[config.mk]
export PLATFORM = sky130hd
export DESIGN_NAME = ref_select_ctl
export DESIGN_NICKNAME = d
export VERILOG_FILES = /design/src/rtl/refsel_pkg.sv /design/src/rtl/refsel_manual.sv /design/src/rtl/refsel_auto.sv /design/src/rtl/ref_select_ctl.sv
export SDC_FILE = /design/constraint.sdc
export NUM_CORES = 1
export LEC_CHECK = 0
export ABC_CLOCK_PERIOD_IN_PS = 1700
export BUFFER_PORTS_ARGS = -buffer_cell sky130_fd_sc_hd__buf_2
export CAP_MARGIN = 40
export CORE_AREA = 4 4 41 43
export DETAILED_ROUTE_END_ITERATION = 6
export DIE_AREA = 0 0 45 47
export GPL_ROUTABILITY_DRIVEN = 1
export PLACE_DENSITY_LB_ADDON = 0.2
export SYNTH_ARGS = -nofsm -noshare
export SYNTH_HDL_FRONTEND = slang
export SYNTH_SLANG_ARGS = --single-unit
[constraint.sdc]
create_clock -name clk -period 1.7 [get_ports clk]
set_input_delay 0.17 -clock clk [delete_from_list [all_inputs] [get_ports clk]]
set_output_delay 0.17 -clock clk [all_outputs]
set_load 0.02 [all_outputs]
[src/rtl/refsel_pkg.sv]
package refsel_pkg;

    typedef enum logic [1:0] {
        SW_PIN       = 2'b00,
        SW_REG       = 2'b01,
        SW_AUTO_REV  = 2'b10,
        SW_AUTO_NREV = 2'b11
    } sw_mode_e;

    typedef enum logic [1:0] {
        PH_ACQ  = 2'b00,
        PH_RUN  = 2'b01,
        PH_HOLD = 2'b10
    } phase_e;

    localparam int NUM_REFS = 2;
    localparam int IDX_W    = $clog2(NUM_REFS);

    typedef struct packed {
        phase_e            phase;
        logic [IDX_W-1:0]  cur;
        logic              lowbw;
        logic              synth;
        sw_mode_e          mode;
    } sel_state_t;

endpackage

[src/rtl/refsel_manual.sv]
module refsel_manual
    import refsel_pkg::*;
(
    input  logic                 by_pin,
    input  logic                 pin_sel,
    input  logic                 reg_sel,
    input  logic [NUM_REFS-1:0]  ref_ok,
    output logic [IDX_W-1:0]     man_cur,
    output logic                 man_bad
);
    always_comb begin
        man_cur = by_pin ? pin_sel : reg_sel;
        man_bad = ~ref_ok[man_cur];
    end
endmodule

[src/rtl/refsel_auto.sv]
module refsel_auto
    import refsel_pkg::*;
(
    input  phase_e               phase_in,
    input  logic [IDX_W-1:0]     cur_in,
    input  logic [IDX_W-1:0]     pref,
    input  logic                 revert,
    input  logic [NUM_REFS-1:0]  ref_ok,
    input  logic                 pll_locked,
    output phase_e               phase_out,
    output logic [IDX_W-1:0]     cur_out
);
    logic [IDX_W-1:0] alt;
    logic [IDX_W-1:0] npref;

    always_comb begin
        alt       = ~cur_in;
        npref     = ~pref;
        phase_out = phase_in;
        cur_out   = cur_in;
        case (phase_in)
            PH_ACQ: begin
                // stay on the starting input until lock; watch the other only for a total loss
                if (!ref_ok[cur_in] && !ref_ok[alt]) begin
                    phase_out = PH_HOLD;
                end else if (ref_ok[cur_in] && pll_locked) begin
                    phase_out = PH_RUN;
                end
            end
            PH_RUN: begin
                if (!ref_ok[cur_in]) begin
                    if (ref_ok[alt]) begin
                        cur_out = alt;
                    end else begin
                        phase_out = PH_HOLD;
                    end
                end else if (revert && (cur_in != pref) && ref_ok[pref]) begin
                    cur_out = pref;
                end
            end
            default: begin
                if (ref_ok[pref]) begin
                    cur_out   = pref;
                    phase_out = PH_RUN;
                end else if (ref_ok[npref]) begin
                    cur_out   = npref;
                    phase_out = PH_RUN;
                end
            end
        endcase
    end
endmodule

[src/rtl/ref_select_ctl.sv]
module ref_select_ctl
    import refsel_pkg::*;
(
    input  logic       clk,
    input  logic       rst_n,
    input  logic [1:0] sw_mode,
    input  logic       reg_sel,
    input  logic       pin_sel,
    input  logic [1:0] ref_ok,
    input  logic       pll_locked,
    input  logic       synth_mode,
    input  logic       low_bw,
    output logic       active_ref,
    output logic       hold_alarm,
    output logic       hold_keep,
    output logic       hold_freerun
);
    sel_state_t st_d, st_q;

    sw_mode_e          mode_in;
    logic              is_auto;
    logic              restart;
    phase_e            base_phase;
    logic [IDX_W-1:0]  base_cur;
    logic [IDX_W-1:0]  man_cur;
    logic              man_bad;
    phase_e            auto_phase;
    logic [IDX_W-1:0]  auto_cur;

    assign mode_in = sw_mode_e'(sw_mode);
    assign is_auto = sw_mode[1];
    assign restart = (mode_in != st_q.mode) || st_q.synth;

    assign base_phase = restart ? PH_ACQ : st_q.phase;
    assign base_cur   = restart ? reg_sel : st_q.cur;

    refsel_manual u_manual (
        .by_pin  (mode_in == SW_PIN),
        .pin_sel (pin_sel),
        .reg_sel (reg_sel),
        .ref_ok  (ref_ok),
        .man_cur (man_cur),
        .man_bad (man_bad)
    );

    refsel_auto u_auto (
        .phase_in   (base_phase),
        .cur_in     (base_cur),
        .pref       (reg_sel),
        .revert     (mode_in == SW_AUTO_REV),
        .ref_ok     (ref_ok),
        .pll_locked (pll_locked),
        .phase_out  (auto_phase),
        .cur_out    (auto_cur)
    );

    always_comb begin
        st_d       = st_q;
        st_d.mode  = mode_in;
        st_d.lowbw = low_bw;
        st_d.synth = synth_mode;
        if (synth_mode) begin
            st_d.phase = PH_ACQ;
            st_d.cur   = reg_sel;
        end else if (!is_auto) begin
            st_d.cur   = man_cur;
            st_d.phase = man_bad ? PH_HOLD : PH_ACQ;
        end else begin
            st_d.phase = auto_phase;
            st_d.cur   = auto_cur;
        end
    end

    always_ff @(posedge clk or negedge rst_n) begin
        if (!rst_n) begin
            st_q <= '{phase: PH_ACQ, cur: '0, lowbw: 1'b0, synth: 1'b0, mode: SW_PIN};
        end else begin
            st_q <= st_d;
        end
    end

    assign active_ref   = st_q.cur;
    assign hold_alarm   = (st_q.phase == PH_HOLD);
    assign hold_keep    = hold_alarm & st_q.lowbw;
    assign hold_freerun = hold_alarm & ~st_q.lowbw;


    man_pin_chk: assert property (@(posedge clk) disable iff (!rst_n)
        (!synth_mode && sw_mode == 2'b00) |=> (active_ref == $past(pin_sel)));


    man_reg_chk: assert property (@(posedge clk) disable iff (!rst_n)
        (!synth_mode && sw_mode == 2'b01) |=> (active_ref == $past(reg_sel)));


    man_hold_chk: assert property (@(posedge clk) disable iff (!rst_n)
        (!synth_mode && !sw_mode[1]) |=>
        (hold_alarm == $past(sw_mode[0] ? ~ref_ok[reg_sel] : ~ref_ok[pin_sel])));


    auto_hold_chk: assert property (@(posedge clk) disable iff (!rst_n)
        (!synth_mode && sw_mode[1] && ref_ok == 2'b00) |=> hold_alarm);


    synth_quiet_chk: assert property (@(posedge clk) disable iff (!rst_n)
        synth_mode |=> (!hold_alarm && active_ref == $past(reg_sel)));


    hold_kind_chk: assert property (@(posedge clk) disable iff (!rst_n)
        hold_alarm |-> (hold_keep == $past(low_bw)) && (hold_freerun == !$past(low_bw)));


    failover_chk: assert property (@(posedge clk) disable iff (!rst_n)
        (!synth_mode && sw_mode[1] && sw_mode == st_q.mode && !st_q.synth &&
         st_q.phase == PH_RUN && !ref_ok[active_ref] && ref_ok[~active_ref])
        |=> (!hold_alarm && active_ref != $past(active_ref)));
endmodule

# [Yosys cells after proc, flatten, opt, wreduce, memory -nomap -nowiden]
# Cells that the tools add are included.
[word_totals] latchBits=0 regBits=7 out_inout_bits=4 elab_cells=58 mem_bits_rw=0 n_memories=0 romBits=0 inputBits=11
[op_classes] magnitude_cmp=5 muxes=29 multipliers=0 shifts=0 add_sub_neg=0 reduce_logical=9 div_mod_pow=0 eq_ne=5 bitwise=5
[op_table] operator="$mux W1" count=17
[op_table] operator="$mux W2" count=8
[op_table] operator="$lt A1 B2 Y1 const B" count=5
[op_table] operator="$mux W3" count=2
[op_table] operator="$eq A2 B2 Y1 const B" count=2
[op_table] operator="$logic_and A1 B1 Y1" count=4
[op_table] operator="$logic_not A2 Y1" count=2
[op_table] operator="$pmux W2 S2" count=1
[op_table] operator="$not A1 Y1" count=3
[op_table] operator="$and A1 B1 Y1" count=2
[op_table] operator="$eq A2 B1 Y1 const B" count=1
[op_table] operator="$logic_not A1 Y1" count=2
[op_table] operator="$ne A2 B2 Y1" count=1
[op_table] operator="$pmux W1 S2" count=1
[op_table] operator="$logic_or A1 B1 Y1" count=1
[op_table] operator="$ne A1 B1 Y1" count=1

# [Logic depth before layout (Yosys ltp)]
# Gate-level depths: netlist of the first run.
[logic_depth] ltp_word=12 ltp_mapped=4 ltp_nobuf=4

# [Cells and area by module]
# Synthesis of the first run repeated with hierarchy kept, for this count alone.
[unflattened] hier_cells=42 hier_area_um2=421.7
[by_module_without_submodules] mod="ref_select_ctl" n_inst=1 cells_each=25 area_per_inst_um2=307.8 seq_area_each_um2=175.2
[by_module_without_submodules] mod="refsel_auto" n_inst=1 cells_each=15 area_per_inst_um2=88.8 seq_area_each_um2=0.0
[by_module_without_submodules] mod="refsel_manual" n_inst=1 cells_each=2 area_per_inst_um2=25.0 seq_area_each_um2=0.0

# [Worst setup path after synthesis of the first run]
# Ideal clock, no wire load.
[synth_timing] path_type="register -> output" from="register st_q[6] (netlist name)" to="output hold_freerun" t_arrival_ns=1.185 path_stages_with_launch=3 required_time_ns=1.530 n_path_buf=0 slack_ns=0.345 path_cell_list="dfrtp_1 -> nor2b_1 -> nor2b_1"
[synth_via] elab_chain_cells=2
[synth_rtl] element="from (decl)" line="ref_select_ctl.sv:18" text="sel_state_t st_d, st_q;"
[synth_rtl] element="from (signal assigned)" line="ref_select_ctl.sv:76" text="st_q <= '{phase: PH_ACQ, cur: '0, lowbw: 1'b0, synth: 1'b0, mode: SW_PIN};"
[synth_rtl] element="from (signal assigned)" line="ref_select_ctl.sv:78" text="st_q <= st_d;"
[synth_rtl] element="$eq A2 B2 Y1" line="ref_select_ctl.sv:83" text="assign hold_alarm = (st_q.phase == PH_HOLD);"
[synth_rtl] element="named net hold_alarm" line="ref_select_ctl.sv:14" text="output logic hold_alarm,"
[synth_rtl] element="$and A1 B1 Y1" line="ref_select_ctl.sv:85" text="assign hold_freerun = hold_alarm & ~st_q.lowbw;"
[synth_rtl] element="to (decl)" line="ref_select_ctl.sv:16" text="output logic hold_freerun"
# The timed path passes the listed nets, and every way through them passes these cells.

# [Final worst setup path of the first run]
[layout_timing] from="register st_q[6] (netlist name)" to="output hold_freerun"
[layout_via] elab_chain_cells=2
[layout_rtl] element="$eq A2 B2 Y1" line="ref_select_ctl.sv:83"
[layout_rtl] element="$and A1 B1 Y1" line="ref_select_ctl.sv:85"
# No other way between the ends.

==> impl_metrics.csv, run 1 <==
group,metric,value,unit
status,status,"finished clean",
timing,final_max_slew_viol_count,0,
power,power_switching,117,uW
layout,layout-drive-gt1-share,36.5,%
min_path,min_from,"low_bw",
timing,slew_headroom,82.3,%
global_route,grt_pass1_wl,1.56,mm
critical_path,slowest_stage,"dfrtp_1",
routing,drt_iter0_drc,8,
floorplan,fp.coreArea,1300,um2
timing,setup_viol,0,
logic_synthesis,synthTopCellsByCount,"dfrtp_1 (7), nand2_1 (6), inv_1 (3), nor2b_1 (3)",
logic_synthesis,synth_area,423,um2
floorplan,die_w,45,um
logic_synthesis,synth_area_leaders,"dfrtp_1 (41%), nand2_1 (5.3%), mux2i_1 (4.7%), nor2b_1 (4.4%), xor2_1 (4.1%)",
clocking,cts_tree,"done",
critical_path,rrSetupSlack,0.39,ns
layout,multi_input_area,236,um2
clocking,cts_buffers,3,
critical_path,worstSetupPathType,"reg2out",
layout,diodes,0,
power,power.leakage,0.265,nW
timing,setup_ws,0.343,ns
power,p_clk_share,34.9,%
logic_synthesis,yosysMostFrequentCell,"dfrtp_1",
min_path,min_delay_path_depth,1,
routing,first_pass_iters,2,
logic_synthesis,synth-async-reset-ratio,100,%
logic_synthesis,ys_seq_area_share,41.4,%
logic_synthesis,synthDominantCellAreaShare,41.4,%
placed_design,placed_cells,73,
clocking,cts.clk_slew.worst_paths,0.05,ns
logic_synthesis,yosysWarnings,0,
floorplan,initial_core_util,32.5,%
critical_path,r2r_end,"st_q[5]",
routing,routedWlPerCell,11.9,um
layout,fin_nets,75,
timing,hold_viol_final,0,
placed_design,place_congestion,0.716,
timing,fin_crit,1.36,ns
layout,fillers,144,
placed_design,preCtsSetupSlack,0.396,ns
power,combPwrFrac,21.6,%
timing,max_freq,737,MHz
floorplan,row_count,13,
floorplan,io_pins,15,
critical_path,crit_top_cell,"nor2b_1",
timing,fin_skew,0.00406,ns
logic_synthesis,syn_nets,55,
critical_path,cp-end-kind,"output pin",
layout,regArea,175,um2
critical_path,critPathBufInv,1,
clocking,cts_root_buf,"clkbuf_4",
timing,holdWs,0.0215,ns
logic_synthesis,synth-edff-count,0,
critical_path,crit_path_start_kind,"flip-flop",
clocking,clk_path_buf_depth,2,
layout,fin_cells,78,
timing,rsz0062_at_grt,"false",
routing,ant_nets,0,
layout,fin_util,42.1,%
clocking,htree_levels,1,
global_route,grt_use_total,10.7,%
min_path,min_to,"st_q[3]",
logic_synthesis,synth-main-ff-cell,"dfrtp_1",
floorplan,die_h,47,um
power,power.internal,310,uW
run,maxCapViolCount,0,
placed_design,io_buffers,14,
critical_path,worstRegToRegCells,4,
routing,via_per_inst,4.90,
timing,tightest_slew,0.265,ns
critical_path,worstPathArrival,1.19,ns
logic_synthesis,yosys.area.top_type,"dfrtp_1",
clocking,clk_latency,0.25,ns
logic_synthesis,ys_ff_latch,7,
critical_path,max_stage_delay,0.43,ns
timing,tns,0,ns
placed_design,dp_hpwl,709,um
clocking,cts.sinks,7,
routing,vias,382,
min_path,hold_path.class,"in2reg",
critical_path,regToRegStartpoint,"st_q[0]",
routing,totalWireLength,927,um
timing,final.period_utilization,79.8,%
critical_path,cpLargestDelayFamily,"flip-flops",
routing,remaining_drc_errors,0,
clocking,cts_setup_buffers,0,
critical_path,cp_max_fo,6,
critical_path,critPathRequiredTime,1.53,ns
power,power_density,780,nW/um2
floorplan,dieArea,2120,um2
logic_synthesis,synth_area_per_cell,9.61,um2
global_route,grt_max_degree,9,
global_route,grt_pass1_vias,364,
power,p_seq_share,43.5,%
power,peakVddDrop,0.446,mV
clocking,cts-resized-gates,0,
logic_synthesis,syn_inst,44,
layout,area_growth,29.6,%
power,swShare,27.5,%
critical_path,cp_cell_sequence,"nor2b_1, nor2b_1, buf_2",
logic_synthesis,synth_cell_type_count,25,
global_route,grt_overflow,0,
global_route,antenna_found_initial,0,
worst max-delay path by stage:
| stage | startpoint | end | slack [ns] | cells after the start |
|---|---|---|---|---|
| 2_1_floorplan | st_q[6] | hold_freerun | 0.34 | 2 |
| 3_3_place_gp | sw_mode[0] | st_q[5] | 0.44 | 5 |
| 3_5_place_dp | st_q[0] | st_q[5] | 0.40 | 4 |
| 4_1_cts | st_q[6] | hold_freerun | 0.32 | 3 |
| 5_1_grt | st_q[6] | hold_freerun | 0.20 | 3 |
| 6_report | st_q[6] | hold_freerun | 0.34 | 3 |
cell type report:
cell class | count | share of cell area, %
Multi-Input combinational cell | 34 | 43.2
Sequential cell | 7 | 32.0
Timing Repair Buffer | 15 | 14.6
Clock buffer | 4 | 4.79
Tap cell | 15 | 3.42
Inverter | 3 | 2.05
power groups by stage:
stage | Sequential, mW | Combinational (mW) | Clock (mW)
after floorplan | 0.190 | 0.0519 | 0
after global placement | 0.189 | 0.0904 | 0
after detailed placement | 0.189 | 0.0909 | 0
after CTS | 0.186 | 0.0933 | 0.156
after global routing | 0.187 | 0.103 | 0.167
final | 0.186 | 0.0923 | 0.149
sequential cells by signal, indices dropped and copies added (netlist names):
| register | cells |
|---|---|
| active_ref | 1 |
| st_q | 6 |
placed cells by master (no fill, tap or decap), types with 2 or more instances in the layout:
| cell | n |
|---|---|
| a21oi_1 | 2 |
| buf_2 | 14 |
| clkbuf_4 | 3 |
| dfrtp_1 | 7 |
| inv_1 | 3 |
| mux2i_1 | 2 |
| nand2_1 | 6 |
| nor2b_1 | 3 |
| o211ai_1 | 2 |
| xor2_1 | 2 |
routing by layer:
metal  GRT usage (%)  wire (um)  vias to the layer above
met5               0          0                        -
met1            13.5        414                      170
li1                -          -                      195
met3            4.98         86                        2
met2            14.7        406                       15
met4            7.02         19                        0
cells by family after synthesis:
logic type	synth area share, %
compound gates	22.2
xor+xnor	4.14
mux	10.9
flops	41.4
buf+inv	2.66
simple gates	18.6
timing repair:
item	in CTS	in global routing
endpoints found under the setup margin	0	0
hold buffers	1	0
hold endpoints to repair	7	0
metrics by stage:
stage                     total power, mW  area, um2
after global placement              0.280        512
final                               0.428        548
after detailed placement            0.280        512
after floorplan                     0.242        423
after global routing                0.457        548
after CTS                           0.435        548
(Power assumes the default switching activity.)
==> inputs of run 2 (changes only) <==
--- a/config.mk
+++ b/config.mk
@@ -5,7 +5,7 @@
 export SDC_FILE = /design/constraint.sdc
 export NUM_CORES = 1
 export LEC_CHECK = 0
-export ABC_CLOCK_PERIOD_IN_PS = 1700
+export ABC_CLOCK_PERIOD_IN_PS = 1130
 export BUFFER_PORTS_ARGS = -buffer_cell sky130_fd_sc_hd__buf_2
 export CAP_MARGIN = 40
 export CORE_AREA = 4 4 41 43
==> constraint.sdc (replaced) <==
create_clock -name clk -period 1.13 [get_ports clk]
set_input_delay 0.113 -clock clk [delete_from_list [all_inputs] [get_ports clk]]
set_output_delay 0.113 -clock clk [all_outputs]
set_load 0.02 [all_outputs]
==> run 2 against run 1 <==
Against the previous run: the flow now finishes with violations (negative setup slack); non-clock buffer count increased by 5; final cell count increased by 6.4%; clock skew decreased by 0.0024 ns; register-to-register slack got worse by 0.54 ns; worst setup slack got worse by 0.50 ns; worst hold slack got worse by 0.0048 ns; critical path depth increased by 1; combinational power increased by 70%; total power increased by 56%; critical endpoint is now st_q[5].
==> impl_metrics.csv, run 2 (synthesis gave the netlist of run 1 again) <==
group,metric,value,unit
clocking,cts_root_buf,"clkbuf_4",
floorplan,io_pins,15,
clocking,clk_latency,0.25,ns
routing,totalWireLength,971,um
timing,fin_skew,0.00168,ns
timing,hold_viol_final,0,
layout,diodes,0,
layout,largest_reg_flops,6,
layout,fillers,141,
clocking,cts_tree,"done",
critical_path,slowest_stage,"dfrtp_1",
timing,final.period_utilization,114,%
global_route,grt_pass1_wl,1.57,mm
timing,slew_headroom,83.5,%
layout,fin_cells,83,
floorplan,fp.coreArea,1300,um2
status,status,"finished, violations left",
timing,max_freq,780,MHz
floorplan,initial_core_util,32.5,%
routing,via_per_inst,4.75,
routing,routedWlPerCell,11.7,um
clocking,cts-resized-gates,0,
status,violations,"negative setup slack",
placed_design,io_buffers,14,
power,power_density,1130,nW/um2
critical_path,cp_max_fo,2,
floorplan,die_w,45,um
timing,tightest_slew,0.247,ns
floorplan,row_count,13,
global_route,grt_overflow,0,
critical_path,max_stage_delay,0.37,ns
power,power.leakage,0.292,nW
clocking,clk_path_buf_depth,2,
layout,final_common_cell,"buf_2",
layout,fin_nets,80,
timing,rsz0062_at_grt,"true",
critical_path,worstPathArrival,1.46,ns
critical_path,critPathBufInv,0,
routing,first_pass_iters,2,
global_route,grt_use_total,11.0,%
placed_design,dp_hpwl,759,um
critical_path,critPathRequiredTime,1.31,ns
timing,fin_crit,1.28,ns
critical_path,worstSetupPathType,"reg2reg",
clocking,cts_buffers,3,
critical_path,crit_path_start_kind,"flip-flop",
routing,remaining_drc_errors,0,
clocking,htree_levels,1,
min_path,hold_path.class,"in2reg",
timing,tns,-0.541,ns
critical_path,cp_cell_sequence,"xor2_1, nor3_2, mux2_4, o21ai_2",
floorplan,dieArea,2120,um2
placed_design,placed_cells,75,
layout,area_growth,39.9,%
layout,layout_common_cells,"buf_2 (14), dfrtp_1 (7), nand2_1 (6)",
layout,regMostFlops,"st_q",
critical_path,cpLargestDelayFamily,"flip-flops",
routing,ant_nets,0,
power,finalPower,667,uW
floorplan,die_h,47,um
global_route,antenna_found_initial,0,
critical_path,cp-end-kind,"flip-flop",
power,peakVddDrop,0.693,mV
routing,drt_iter0_drc,5,
clocking,cts.sinks,7,
timing,setup_ws,-0.153,ns
clocking,cts.clk_slew.worst_paths,0.06,ns
placed_design,place_congestion,0.716,
timing,final_max_slew_viol_count,0,
timing,setup_viol,5,
layout,layout-drive-gt1-share,42.6,%
routing,vias,394,
global_route,grt_max_degree,9,
global_route,grt_pass1_vias,384,
run,maxCapViolCount,0,
-- run 2: cell type report --
cell class                 count  area [um2]  area share, %
clock buffer                   3        22.5           3.81
clock inverter                 1        5.00          0.846
inverter                       3        11.3           1.90
multi-input combinational     34         239           40.4
sequential                     7         175           29.6
tap                           15        18.8           3.17
timing repair buffer          20         120           20.3
-- run 2: final timing paths --
path / from / end / slack, ns / depth (start not counted)
max: st_q[0] / st_q[5] / -0.15 / 4
min: synth_mode / st_q[2] / 0.02 / 1
max reg2reg: st_q[0] / st_q[5] / -0.15 / 4
min reg2reg: st_q[2] / st_q[5] / 0.72 / 3
max in group asynchronous: rst_n / st_q[5] / 0.76 / 2
min in group asynchronous: rst_n / st_q[1] / 0.22 / 2
-- run 2: repair_timing --
item / 4_1_cts / 5_1_grt
hold endpoints to repair: 8 / 0
setup endpoints to repair: 5 / 5
hold buffers: 2 / 0
setup buffers: 2 / 0
gates cloned: 0 / 0
pin swaps: 2 / 1
-- run 2: power breakdown --
part / total, mW / switching, mW / internal, mW
clock network: 0.233 / 0.103 / 0.130
registers: 0.276 / 0.0108 / 0.266
logic: 0.157 / 0.0781 / 0.0790
-- run 2: metal layers --
layer | track usage (%) | up-vias | routed length [um]
li1 | - | 204 | -
met1 | 12.3 | 169 | 438
met2 | 15.8 | 17 | 409
met3 | 4.21 | 4 | 90
met4 | 10.5 | 0 | 32
met5 | 0 | - | 0
-- run 2: worst register-to-register path, delay by kind of cell, from the launching register on --
family	cells	cell delay, ns
xor+xnor	1	0.16
compound gates	1	0.12
flops	1	0.37
mux	1	0.33
simple gates	1	0.23
-- run 2: through the flow --
stage	worst slack (ns)	hold slack [ns]	instance area [um2]	utilization, %
2_1_floorplan	-0.112	-0.183	425	-
3_3_place_gp	-0.131	-0.0467	529	40.7
3_5_place_dp	-0.202	-0.0456	529	40.7
4_1_cts	-0.175	0.00717	592	45.5
5_1_grt	-0.215	0.00494	592	45.5
6_report	-0.153	0.0167	592	45.5
==> inputs of run 3 (changes only) <==
--- a/config.mk
+++ b/config.mk
@@ -9,9 +9,10 @@
 export BUFFER_PORTS_ARGS = -buffer_cell sky130_fd_sc_hd__buf_2
 export CAP_MARGIN = 40
 export CORE_AREA = 4 4 41 43
+export CTS_BUF_LIST = sky130_fd_sc_hd__clkbuf_8
 export DETAILED_ROUTE_END_ITERATION = 6
 export DIE_AREA = 0 0 45 47
-export GPL_ROUTABILITY_DRIVEN = 1
+export GPL_ROUTABILITY_DRIVEN = 0
 export PLACE_DENSITY_LB_ADDON = 0.2
 export SYNTH_ARGS = -nofsm -noshare
 export SYNTH_HDL_FRONTEND = slang
==> run 3 against run 2 <==
Against the previous run: the flow still finishes with violations (negative setup slack); first-iteration DRC count is the same; sequential cell count stayed put; non-clock buffer count is 1 higher; critical path depth is the same; clock skew shrank 0.00069 ns; critical path type unchanged; critical endpoint unchanged; largest power group is now the clock network.
==> impl_metrics.csv, run 3 (synthesis gave the netlist of run 1 again) <==
group,metric,value,unit
status,status,"finished, violations left",
status,violations,"negative setup slack",
power,power.internal,588,uW
placed_design,dp_hpwl,759,um
layout,regArea,175,um2
global_route,grt_max_degree,9,
layout,area_growth,46.2,%
layout,fin_nets,81,
routing,routedWlPerCell,12.2,um
timing,setup_viol,5,
layout,final_common_cell,"buf_2",
floorplan,die_w,45,um
timing,tightest_slew,0.246,ns
layout,layout_common_cells,"buf_2 (14), dfrtp_1 (7), nand2_1 (6)",
clocking,cts_root_buf,"clkbuf_8",
min_path,min_to,"st_q[2]",
clocking,cts.clk_slew.worst_paths,0.04,ns
power,power.leakage,0.305,nW
layout,diodes,0,
global_route,grt_pass1_vias,377,
placed_design,io_buffers,14,
timing,fin_crit,1.27,ns
power,p_clk_share,45.3,%
timing,holdWs,0.0417,ns
floorplan,row_count,13,
power,power_density,1300,nW/um2
power,combPwrFrac,20.1,%
routing,ant_nets,0,
power,peakVddDrop,0.794,mV
layout,multi_input_area,239,um2
min_path,min_from,"synth_mode",
layout,final_area,618,um2
critical_path,cp-end-kind,"flip-flop",
run,maxCapViolCount,0,
clocking,clk_path_buf_depth,2,
clocking,clk_latency,0.23,ns
layout,largest_reg_flops,6,
routing,totalWireLength,1.02,mm
clocking,cts.sinks,7,
timing,slew_headroom,83.6,%
timing,final_max_slew_viol_count,0,
routing,first_pass_iters,4,
routing,drt_iter0_drc,5,
layout,fillers,144,
critical_path,worstSetupPathType,"reg2reg",
floorplan,die_h,47,um
global_route,grt_use_total,11.8,%
clocking,htree_levels,1,
critical_path,critPathRequiredTime,1.28,ns
layout,layout-drive-gt1-share,43.5,%
critical_path,worstPathArrival,1.42,ns
clocking,cts_buffers,3,
routing,via_per_inst,4.83,
timing,rsz0062_at_grt,"true",
power,p_seq_share,34.6,%
placed_design,preCtsSetupSlack,-0.202,ns
timing,tns,-0.543,ns
min_path,min_delay_path_depth,1,
min_path,hold_path.class,"in2reg",
critical_path,r2r_end,"st_q[5]",
floorplan,initial_core_util,32.5,%
global_route,antenna_found_initial,0,
routing,vias,406,
timing,setup_ws,-0.139,ns
power,swShare,26.6,%
timing,final.period_utilization,112,%
timing,max_freq,788,MHz
critical_path,worstRegToRegCells,4,
floorplan,dieArea,2120,um2
floorplan,io_pins,15,
critical_path,regToRegStartpoint,"st_q[0]",
timing,fin_skew,0.000994,ns
timing,hold_viol_final,0,
global_route,grt_pass1_wl,1.64,mm
clocking,cts-resized-gates,0,
power,power_switching,213,uW
critical_path,rrSetupSlack,-0.14,ns
power,finalPower,802,uW
placed_design,post_dp_cell_area,529,um2
floorplan,fp.coreArea,1300,um2
global_route,grt_overflow,0,
critical_path,cp_max_fo,2,
critical_path,crit_path_start_kind,"flip-flop",
clocking,cts_tree,"done",
layout,regMostFlops,"st_q",
routing,remaining_drc_errors,0,
## run 3: cell count changes in the layout (fill, tap and decap cells not counted), sizes merged
cell	change
buf	+1
## run 3: power groups by stage
stage,Clock (mW),Combinational [mW],Sequential [mW]
final,0.363,0.161,0.278
after global routing,0.384,0.178,0.279
after CTS,0.376,0.159,0.278
after detailed placement,0,0.144,0.284
after global placement,0,0.143,0.285
after floorplan,0,0.0789,0.286
## run 3: layout make-up
cell class              count  area share, %
flip-flops and latches      7           28.3
repair buffers             21           20.6
clock inverters             1          0.810
inverters                   3           1.82
well taps                  15           3.04
clock buffers               3           6.68
multi-input cells          34           38.7
## run 3: routing by layer
layer / vias up / part of all wire [%] / routed length [um] / global-route usage [%]
li1: 206 / - / - / -
met1: 173 / 40 / 409 / 12.5
met2: 20 / 43 / 443 / 16.9
met3: 7 / 11 / 113 / 4.21
met4: 0 / 5.4 / 55 / 13.5
met5: - / 0 / 0 / 0
## run 3: metrics by stage
stage                     utilization (%)  instances
after floorplan                         -         44
after global placement               40.7         75
after detailed placement             40.7         75
after CTS                            46.9         83
after global routing                 47.5         84
final                                47.5         84
## run 3: worst max path at each step
stage / slack (ns) / end / depth (start not counted) / startpoint
after global placement: -0.13 / st_q[5] / 4 / st_q[0]
after detailed placement: -0.20 / st_q[5] / 4 / st_q[0]
after floorplan: -0.11 / st_q[5] / 4 / st_q[0]
final: -0.14 / st_q[5] / 4 / st_q[0]
after global routing: -0.18 / st_q[5] / 4 / st_q[0]
after CTS: -0.17 / st_q[5] / 4 / st_q[0]
## run 3: critical path: stages (launching register included)
cell     delay [ns]
dfrtp_1        0.36
xor2_1         0.16
nor3_2         0.22
mux2_4         0.32
o21ai_2        0.12
## run 3: timing repair
| item | in CTS | in global routing |
|---|---|---|
| buffers inserted | 2 | 1 |
| endpoints found under the setup margin | 5 | 5 |
| hold endpoints to repair | 8 | 0 |
| pin swaps | 2 | 1 |
| hold buffers | 2 | 0 |
